File: src/rtl/xfer2d_pkg.sv
package xfer2d_pkg;
  typedef enum logic [1:0] {MD_FILL = 2'd0, MD_COPY = 2'd1, MD_CONV = 2'd2, MD_BLEND = 2'd3} mode_e;
  typedef enum logic [1:0] {ST_IDLE = 2'd0, ST_RDFG = 2'd1, ST_RDBG = 2'd2, ST_WR = 2'd3} state_e;

  localparam int NCH       = 3;   // 0 foreground, 1 background, 2 destination
  localparam int REG_CTRL  = 0;
  localparam int REG_SIZE  = 1;
  localparam int REG_BASE0 = 2;   // channel c base at REG_BASE0 + 2c, offset at +1
  localparam int REG_COLOR = 8;
  localparam int REG_GAP   = 9;
endpackage

File: src/rtl/xfer2d_cfg.sv
module xfer2d_cfg
  import xfer2d_pkg::*;
#(
  parameter int AW    = 32,
  parameter int DIM_W = 16,
  parameter int OFF_W = 16,
  parameter int GAP_W = 8
) (
  input  logic                      clk,
  input  logic                      rst_n,
  input  logic                      we,
  input  logic [3:0]                addr,
  input  logic [31:0]               wdata,
  output logic [DIM_W-1:0]          width,
  output logic [DIM_W-1:0]          height,
  output logic [NCH-1:0][AW-1:0]    base,
  output logic [NCH-1:0][OFF_W-1:0] off,
  output logic [31:0]               color,
  output logic [GAP_W-1:0]          gap,
  output logic                      start,
  output mode_e                     start_mode
);
  localparam int HI = 16;

  logic wr_size, wr_color, wr_gap;

  assign wr_size  = we && (addr == 4'(REG_SIZE));
  assign wr_color = we && (addr == 4'(REG_COLOR));
  assign wr_gap   = we && (addr == 4'(REG_GAP));

  assign start      = we && (addr == 4'(REG_CTRL)) && wdata[0];
  assign start_mode = mode_e'(wdata[2:1]);

  always_ff @(posedge clk or negedge rst_n) begin
    if (!rst_n) begin
      width  <= '0;
      height <= '0;
    end else if (wr_size) begin
      width  <= wdata[DIM_W-1:0];
      height <= wdata[HI+DIM_W-1:HI];
    end
  end

  always_ff @(posedge clk or negedge rst_n) begin
    if (!rst_n)        color <= '0;
    else if (wr_color) color <= wdata;
  end

  always_ff @(posedge clk or negedge rst_n) begin
    if (!rst_n)      gap <= '0;
    else if (wr_gap) gap <= wdata[GAP_W-1:0];
  end

  for (genvar c = 0; c < NCH; c++) begin : g_ch
    logic [AW-1:0]    base_q;
    logic [OFF_W-1:0] off_q;
    logic             wr_base, wr_off;

    assign wr_base = we && (addr == 4'(REG_BASE0 + 2 * c));
    assign wr_off  = we && (addr == 4'(REG_BASE0 + 2 * c + 1));

    always_ff @(posedge clk or negedge rst_n) begin
      if (!rst_n)       base_q <= '0;
      else if (wr_base) base_q <= wdata[AW-1:0];
    end

    always_ff @(posedge clk or negedge rst_n) begin
      if (!rst_n)      off_q <= '0;
      else if (wr_off) off_q <= wdata[OFF_W-1:0];
    end

    assign base[c] = base_q;
    assign off[c]  = off_q;
  end
endmodule

File: src/rtl/xfer2d_agen.sv
module xfer2d_agen #(
  parameter int AW    = 32,
  parameter int OFF_W = 16
) (
  input  logic             clk,
  input  logic             rst_n,
  input  logic             load,
  input  logic [AW-1:0]    base,
  input  logic             step,
  input  logic             eol,
  input  logic [OFF_W-1:0] off,
  output logic [AW-1:0]    addr
);
  localparam logic [AW-1:0] PIX_BYTES = AW'(4);

  logic [AW-1:0] addr_d, skip;

  // after the last pixel of a line, also jump over the offset pixels
  assign skip = eol ? AW'({off, 2'b00}) : '0;

  always_comb begin
    addr_d = addr;
    if (load)      addr_d = base;
    else if (step) addr_d = addr + PIX_BYTES + skip;
  end

  always_ff @(posedge clk or negedge rst_n) begin
    if (!rst_n)            addr <= '0;
    else if (load || step) addr <= addr_d;
  end
endmodule

File: src/rtl/xfer2d_gap.sv
module xfer2d_gap #(
  parameter int GAP_W = 8
) (
  input  logic             clk,
  input  logic             rst_n,
  input  logic             clr,
  input  logic             arm,
  input  logic [GAP_W-1:0] len,
  output logic             hold
);
  logic [GAP_W-1:0] cnt_q, cnt_d;

  always_comb begin
    cnt_d = cnt_q;
    if (clr)               cnt_d = '0;
    else if (arm)          cnt_d = len;
    else if (cnt_q != '0)  cnt_d = cnt_q - 1'b1;
  end

  always_ff @(posedge clk or negedge rst_n) begin
    if (!rst_n) cnt_q <= '0;
    else        cnt_q <= cnt_d;
  end

  assign hold = (cnt_q != '0);
endmodule

File: src/rtl/xfer2d_engine.sv
module xfer2d_engine
  import xfer2d_pkg::*;
#(
  parameter int AW    = 32,
  parameter int DIM_W = 16,
  parameter int OFF_W = 16,
  parameter int GAP_W = 8
) (
  input  logic          clk,
  input  logic          rst_n,
  input  logic          cfg_we,
  input  logic [3:0]    cfg_addr,
  input  logic [31:0]   cfg_wdata,
  output logic          busy,
  output logic          done,
  output logic          mem_req,
  output logic          mem_we,
  output logic [AW-1:0] mem_addr,
  output logic [31:0]   mem_wdata,
  input  logic          mem_ack,
  input  logic [31:0]   mem_rdata,
  output logic [31:0]   px_fg,
  output logic [31:0]   px_bg,
  input  logic [31:0]   px_result
);
  logic [DIM_W-1:0]          cfg_w, cfg_h;
  logic [NCH-1:0][AW-1:0]    cfg_base;
  logic [NCH-1:0][OFF_W-1:0] cfg_off;
  logic [31:0]               cfg_color;
  logic [GAP_W-1:0]          gap_len;
  logic                      start_req;
  mode_e                     start_mode;

  state_e           st_q, st_d;
  mode_e            mode_q;
  logic [DIM_W-1:0] w_q, h_q, x_q, x_d, y_q, y_d;
  logic [31:0]      fg_q, bg_q;
  logic             done_d;
  logic [NCH-1:0][AW-1:0] ch_addr;

  logic start_go, zero_dims, acc, eol, last, pix_done, gap_hold, gap_arm;

  xfer2d_cfg #(.AW(AW), .DIM_W(DIM_W), .OFF_W(OFF_W), .GAP_W(GAP_W)) u_cfg (
    .clk(clk), .rst_n(rst_n), .we(cfg_we), .addr(cfg_addr), .wdata(cfg_wdata),
    .width(cfg_w), .height(cfg_h), .base(cfg_base), .off(cfg_off),
    .color(cfg_color), .gap(gap_len), .start(start_req), .start_mode(start_mode)
  );

  assign start_go  = start_req && (st_q == ST_IDLE);
  assign zero_dims = (cfg_w == '0) || (cfg_h == '0);
  assign acc       = mem_req && mem_ack;
  assign eol       = (x_q == w_q - 1'b1);
  assign last      = eol && (y_q == h_q - 1'b1);
  assign pix_done  = (st_q == ST_WR) && acc;
  assign gap_arm   = acc && !(pix_done && last);
  assign done_d    = (start_go && zero_dims) || (pix_done && last);

  for (genvar c = 0; c < NCH; c++) begin : g_agen
    xfer2d_agen #(.AW(AW), .OFF_W(OFF_W)) u_agen (
      .clk(clk), .rst_n(rst_n), .load(start_go), .base(cfg_base[c]),
      .step(pix_done), .eol(eol), .off(cfg_off[c]), .addr(ch_addr[c])
    );
  end

  xfer2d_gap #(.GAP_W(GAP_W)) u_gap (
    .clk(clk), .rst_n(rst_n), .clr(start_go), .arm(gap_arm), .len(gap_len), .hold(gap_hold)
  );

  // next-state: pixel sequence fg -> bg -> write depending on mode
  always_comb begin
    st_d = st_q;
    case (st_q)
      ST_IDLE: if (start_go && !zero_dims) st_d = (start_mode == MD_FILL) ? ST_WR : ST_RDFG;
      ST_RDFG: if (acc) st_d = (mode_q == MD_BLEND) ? ST_RDBG : ST_WR;
      ST_RDBG: if (acc) st_d = ST_WR;
      ST_WR:   if (acc) st_d = last ? ST_IDLE : ((mode_q == MD_FILL) ? ST_WR : ST_RDFG);
      default: st_d = ST_IDLE;
    endcase
  end

  always_comb begin
    x_d = x_q;
    y_d = y_q;
    if (start_go) begin
      x_d = '0;
      y_d = '0;
    end else if (pix_done) begin
      x_d = eol ? '0 : x_q + 1'b1;
      y_d = eol ? y_q + 1'b1 : y_q;
    end
  end

  always_ff @(posedge clk or negedge rst_n) begin
    if (!rst_n) begin
      st_q   <= ST_IDLE;
      x_q    <= '0;
      y_q    <= '0;
      done   <= 1'b0;
    end else begin
      st_q   <= st_d;
      x_q    <= x_d;
      y_q    <= y_d;
      done   <= done_d;
    end
  end

  always_ff @(posedge clk or negedge rst_n) begin
    if (!rst_n) begin
      mode_q <= MD_FILL;
      w_q    <= '0;
      h_q    <= '0;
    end else if (start_go) begin
      mode_q <= start_mode;
      w_q    <= cfg_w;
      h_q    <= cfg_h;
    end
  end

  always_ff @(posedge clk or negedge rst_n) begin
    if (!rst_n)                        fg_q <= '0;
    else if ((st_q == ST_RDFG) && acc) fg_q <= mem_rdata;
  end

  always_ff @(posedge clk or negedge rst_n) begin
    if (!rst_n)                        bg_q <= '0;
    else if ((st_q == ST_RDBG) && acc) bg_q <= mem_rdata;
  end

  always_comb begin
    case (st_q)
      ST_RDFG: mem_addr = ch_addr[0];
      ST_RDBG: mem_addr = ch_addr[1];
      default: mem_addr = ch_addr[2];
    endcase
    case (mode_q)
      MD_FILL: mem_wdata = cfg_color;
      MD_COPY: mem_wdata = fg_q;
      default: mem_wdata = px_result;
    endcase
  end

  assign busy    = (st_q != ST_IDLE);
  assign mem_req = busy && !gap_hold;
  assign mem_we  = (st_q == ST_WR);
  assign px_fg   = fg_q;
  assign px_bg   = bg_q;
endmodule

File: config.mk
export PLATFORM = sky130hd
export DESIGN_NAME = xfer2d_engine
export DESIGN_NICKNAME = d
export VERILOG_FILES = /design/src/rtl/xfer2d_pkg.sv /design/src/rtl/xfer2d_cfg.sv /design/src/rtl/xfer2d_agen.sv /design/src/rtl/xfer2d_gap.sv /design/src/rtl/xfer2d_engine.sv
export SDC_FILE = /design/constraint.sdc
export NUM_CORES = 1
export LEC_CHECK = 0
export ABC_AREA = 1
export BUFFER_PORTS_ARGS = -buffer_cell sky130_fd_sc_hd__buf_4
export CAP_MARGIN = 10
export CORE_UTILIZATION = 35
export DETAILED_ROUTE_END_ITERATION = 10
export GPL_TIMING_DRIVEN = 1
export SLEW_MARGIN = 25
export SYNTH_ARGS = -nofsm -noshare
export SYNTH_HDL_FRONTEND = slang
export SYNTH_SLANG_ARGS = --single-unit
File: constraint.sdc
create_clock -name clk -period 4.8 [get_ports clk]
set_input_delay 0.96 -clock clk [delete_from_list [all_inputs] [get_ports clk]]
set_output_delay 0.96 -clock clk [all_outputs]
set_load 0.01 [all_outputs]
==> impl_results.md <==
- Initial antenna violation count: 6
- Final Max Tran Viols: 0
- Sw Pwr: 3840 uW
- Minimum clock period: 4.46 ns
- Final WL: 82700 um
- Max frequency: 224 MHz
- Final Hold Viols: 0
- Vias in the first global route: 20700
- Initial Util: 35.6%
- Half-perimeter wire length after placement: 58800 um
- Netlist Area Pre-Place: 0.0247 sq mm
- CORE AREA: 0.0692 sq mm
- Drt drc: 0
- Gpl congestion: 0.901
- Synth area leaders: dfrtp_1, nand2_1, o21ai_0, ha_1, inv_1
- # rows: 96
- Total power: 11900 uW
- Placed Cells incl. Taps: 4180
- Avg Inst Size Synth: 7.93 sq um
- Post-synth EDFFs: 0
- Layout area overhead: 19.1%
- Overflow after GRT: 0
- Clk Latency, worst-skew pair: 0.62 ns
- Sw frac: 32.2%
- Post-Place Worst Slack: 0.208 ns
- Power Internal: 8080 uW
- Starting DRT DRC Count: 1610
- Chip width: 267 um
- First-pass GRT wire length: 126000 um
- GRT Total Usage: 23.1%
- Distinct cells, synth: 49
- Clock buffer depth: 3
- Syn_nets: 3321
- CTS tree: done
- Leakage: 0.0142 uW
- Via density per instance: 5.09
- CTS root buf: clkbuf_16
- Register area share after synthesis: 46.0%
- Synth async-reset ratio: 100%
- Fin nets: 3515
- Share of layout cells above drive strength 1: 13.0%
- DRT antenna net count: 0
- Top_reg_cell synth: dfrtp_1
- Biggest area consumer among synthesized cells: dfrtp_1
- Pwr Density: 406 mW/mm^2
- Min setup slack post-route: 0.342 ns
- Startpoint class of the critical path: register
- Finished Layout Cells: 4275
- Number of synthesized register bits: 453
- Clock transition at the registers of the reported paths: 0.06 ns
- Area share of the largest cell type after synthesis: 46.0%
- Worst path required time: 5.26 ns
- Status: finished clean
- Clk pwr share: 35.4%
- HP Class: input port to async pin
- Final Cycle Share: 92.9%
- Largest net degree at the start of global routing: 102
- Sequential power share: 41.6%
- Maximum level of the CTS H-tree: 2
- Post-Synthesis Cells: 3108
- Routed len/inst: 19.3 um
- Post-CTS Hold Fix Bufs: 0
- Die area: 0.0715 sq mm
- Crit path capture type: register
- Vias: 21700
- CP max FO: 22
- Commonest non-fill, non-tap cells in the layout: nand2_1, dfrtp_1, o21ai_0, inv_1, buf_4
- Layout Skew: 0.0320 ns
- First-pass iteration count of the detailed router: 6
- I/O pins: 236
- Comb power frac: 23.0%
- TritonCTS buffer count: 50
- WHS: 0.391 ns
- Count of final setup violators: 0
- Relative slew slack: 30.8%
- VDD IR-drop max: 0.261 mV
- Worst-margin pin slew: 1.04 ns
- Number of max-cap violations: 0
- Die Span Y: 267 um
- Final setup TNS: 0 ns
- Most common cell after layout, fill and taps aside: nand2_1
- Synth warn: 0
- Sink Count: 453
- Worst EP arrival: 4.92 ns
- # port buffers: 235
- Setup Crit Path Kind: register to register
## final timing paths
kind / from / endpoint / slack [ns] / depth (start not counted)
max reg2reg: w_q[0]$_DFFE_PN0P_ / g_agen[0].u_agen.addr[24]$_DFFE_PN0P_ / 0.34 / 22
min: rst_n / px_bg[20]$_DFFE_PN0P_ / 0.39 / 1
max: w_q[0]$_DFFE_PN0P_ / g_agen[0].u_agen.addr[24]$_DFFE_PN0P_ / 0.34 / 22
max in group asynchronous: rst_n / g_agen[1].u_agen.addr[13]$_DFFE_PN0P_ / 3.34 / 2
min in group clk: u_cfg.g_ch[1].base_q[16]$_DFFE_PN0P_ / g_agen[1].u_agen.addr[16]$_DFFE_PN0P_ / 0.47 / 2
min reg2reg: u_cfg.g_ch[1].base_q[16]$_DFFE_PN0P_ / g_agen[1].u_agen.addr[16]$_DFFE_PN0P_ / 0.47 / 2
## power groups by stage
stage | combinational, uW | sequential, uW | clock [uW]
floorplan | 1630 | 4870 | 0
detailed placement | 2730 | 5000 | 0
global placement | 2700 | 4990 | 0
CTS | 2750 | 4950 | 4290
global route | 3060 | 5040 | 4430
finish | 2750 | 4960 | 4220
## metal layers
layer  global-route usage (%)  routed length, um  vias up
met5                        0                 31        -
met4                     7.19               2590        4
met3                     4.84               5620      137
met2                     35.9              37100      637
met1                     32.1              37300    10300
li1                         -                  -    10600
## stage by stage
step / utilization (%) / instance area (sq um)
floorplan: - / 24700
global placement: 39.7 / 27500
detailed placement: 39.7 / 27500
CTS: 42.3 / 29300
global route: 42.4 / 29400
finish: 42.4 / 29400
## Yosys cell counts, types with 6 or more instances
cell type / n
nand4_1: 20
a21boi_0: 7
nor2_1: 191
nor3_1: 26
inv_1: 294
nor2_2: 16
buf_2: 23
o22ai_1: 18
clkbuf_1: 92
xor2_1: 54
o21bai_1: 7
o211ai_1: 54
nor4_1: 18
inv_2: 9
o221ai_1: 23
ha_1: 106
nand2_2: 7
nand3_1: 157
buf_1: 15
nand3b_1: 15
a22oi_1: 9
o21ai_0: 407
nand2_1: 876
dfrtp_1: 453
a21oi_1: 92
a31oi_1: 19
xnor2_1: 41
o21ai_1: 6
## cell families after synthesis
group / Yosys count / synth area share, %
compound gates: 658 / 14.9
xor+xnor: 97 / 3.56
fa+ha+maj: 109 / 5.62
buf+inv: 439 / 6.87
flops: 453 / 46.0
simple gates: 1352 / 23.0
## state kept, by name, indices dropped and copies added (netlist names), 32 cells and up
register            flops
g_agen.u_agen.addr     96
u_cfg.g_ch.base_q      96
px_fg                  32
u_cfg.color            32
u_cfg.g_ch.off_q       48
px_bg                  32
## final cells by class
type,instances,area (sq um)
repair buffers,274,2160
well taps,931,1160
clock inverters,25,384
clock buffers,68,1400
inverters,307,1160
multi-input cells,2216,11700
fillers,7195,39800
diodes,1,2.50
flip-flops and latches,453,11300
## repair_timing
action,in CTS,in global routing
setup buffers,0,1
resized for setup,0,23
setup endpoints to repair,0,38
hold endpoints to repair,0,0
## critical path: stages (launching register included)
cell and delay (ns):
dfrtp_1 0.38, inv_1 0.07, ha_2 0.32, xor2_1 0.13, o21ai_0 0.14, nor3_1 0.19, nand2_1 0.08, nor4_2 0.18
nand3b_1 0.17, nor2_4 0.12, inv_2 0.10, buf_4 0.24, nor2_1 0.13, ha_1 0.24, ha_1 0.37, a21oi_1 0.16
o21ai_0 0.12, a21oi_1 0.23, nand3_1 0.34, and3_1 0.31, xor2_1 0.15, nand2_1 0.06, o211ai_1 0.08
Note: power is estimated with default switching activity, not from simulation.
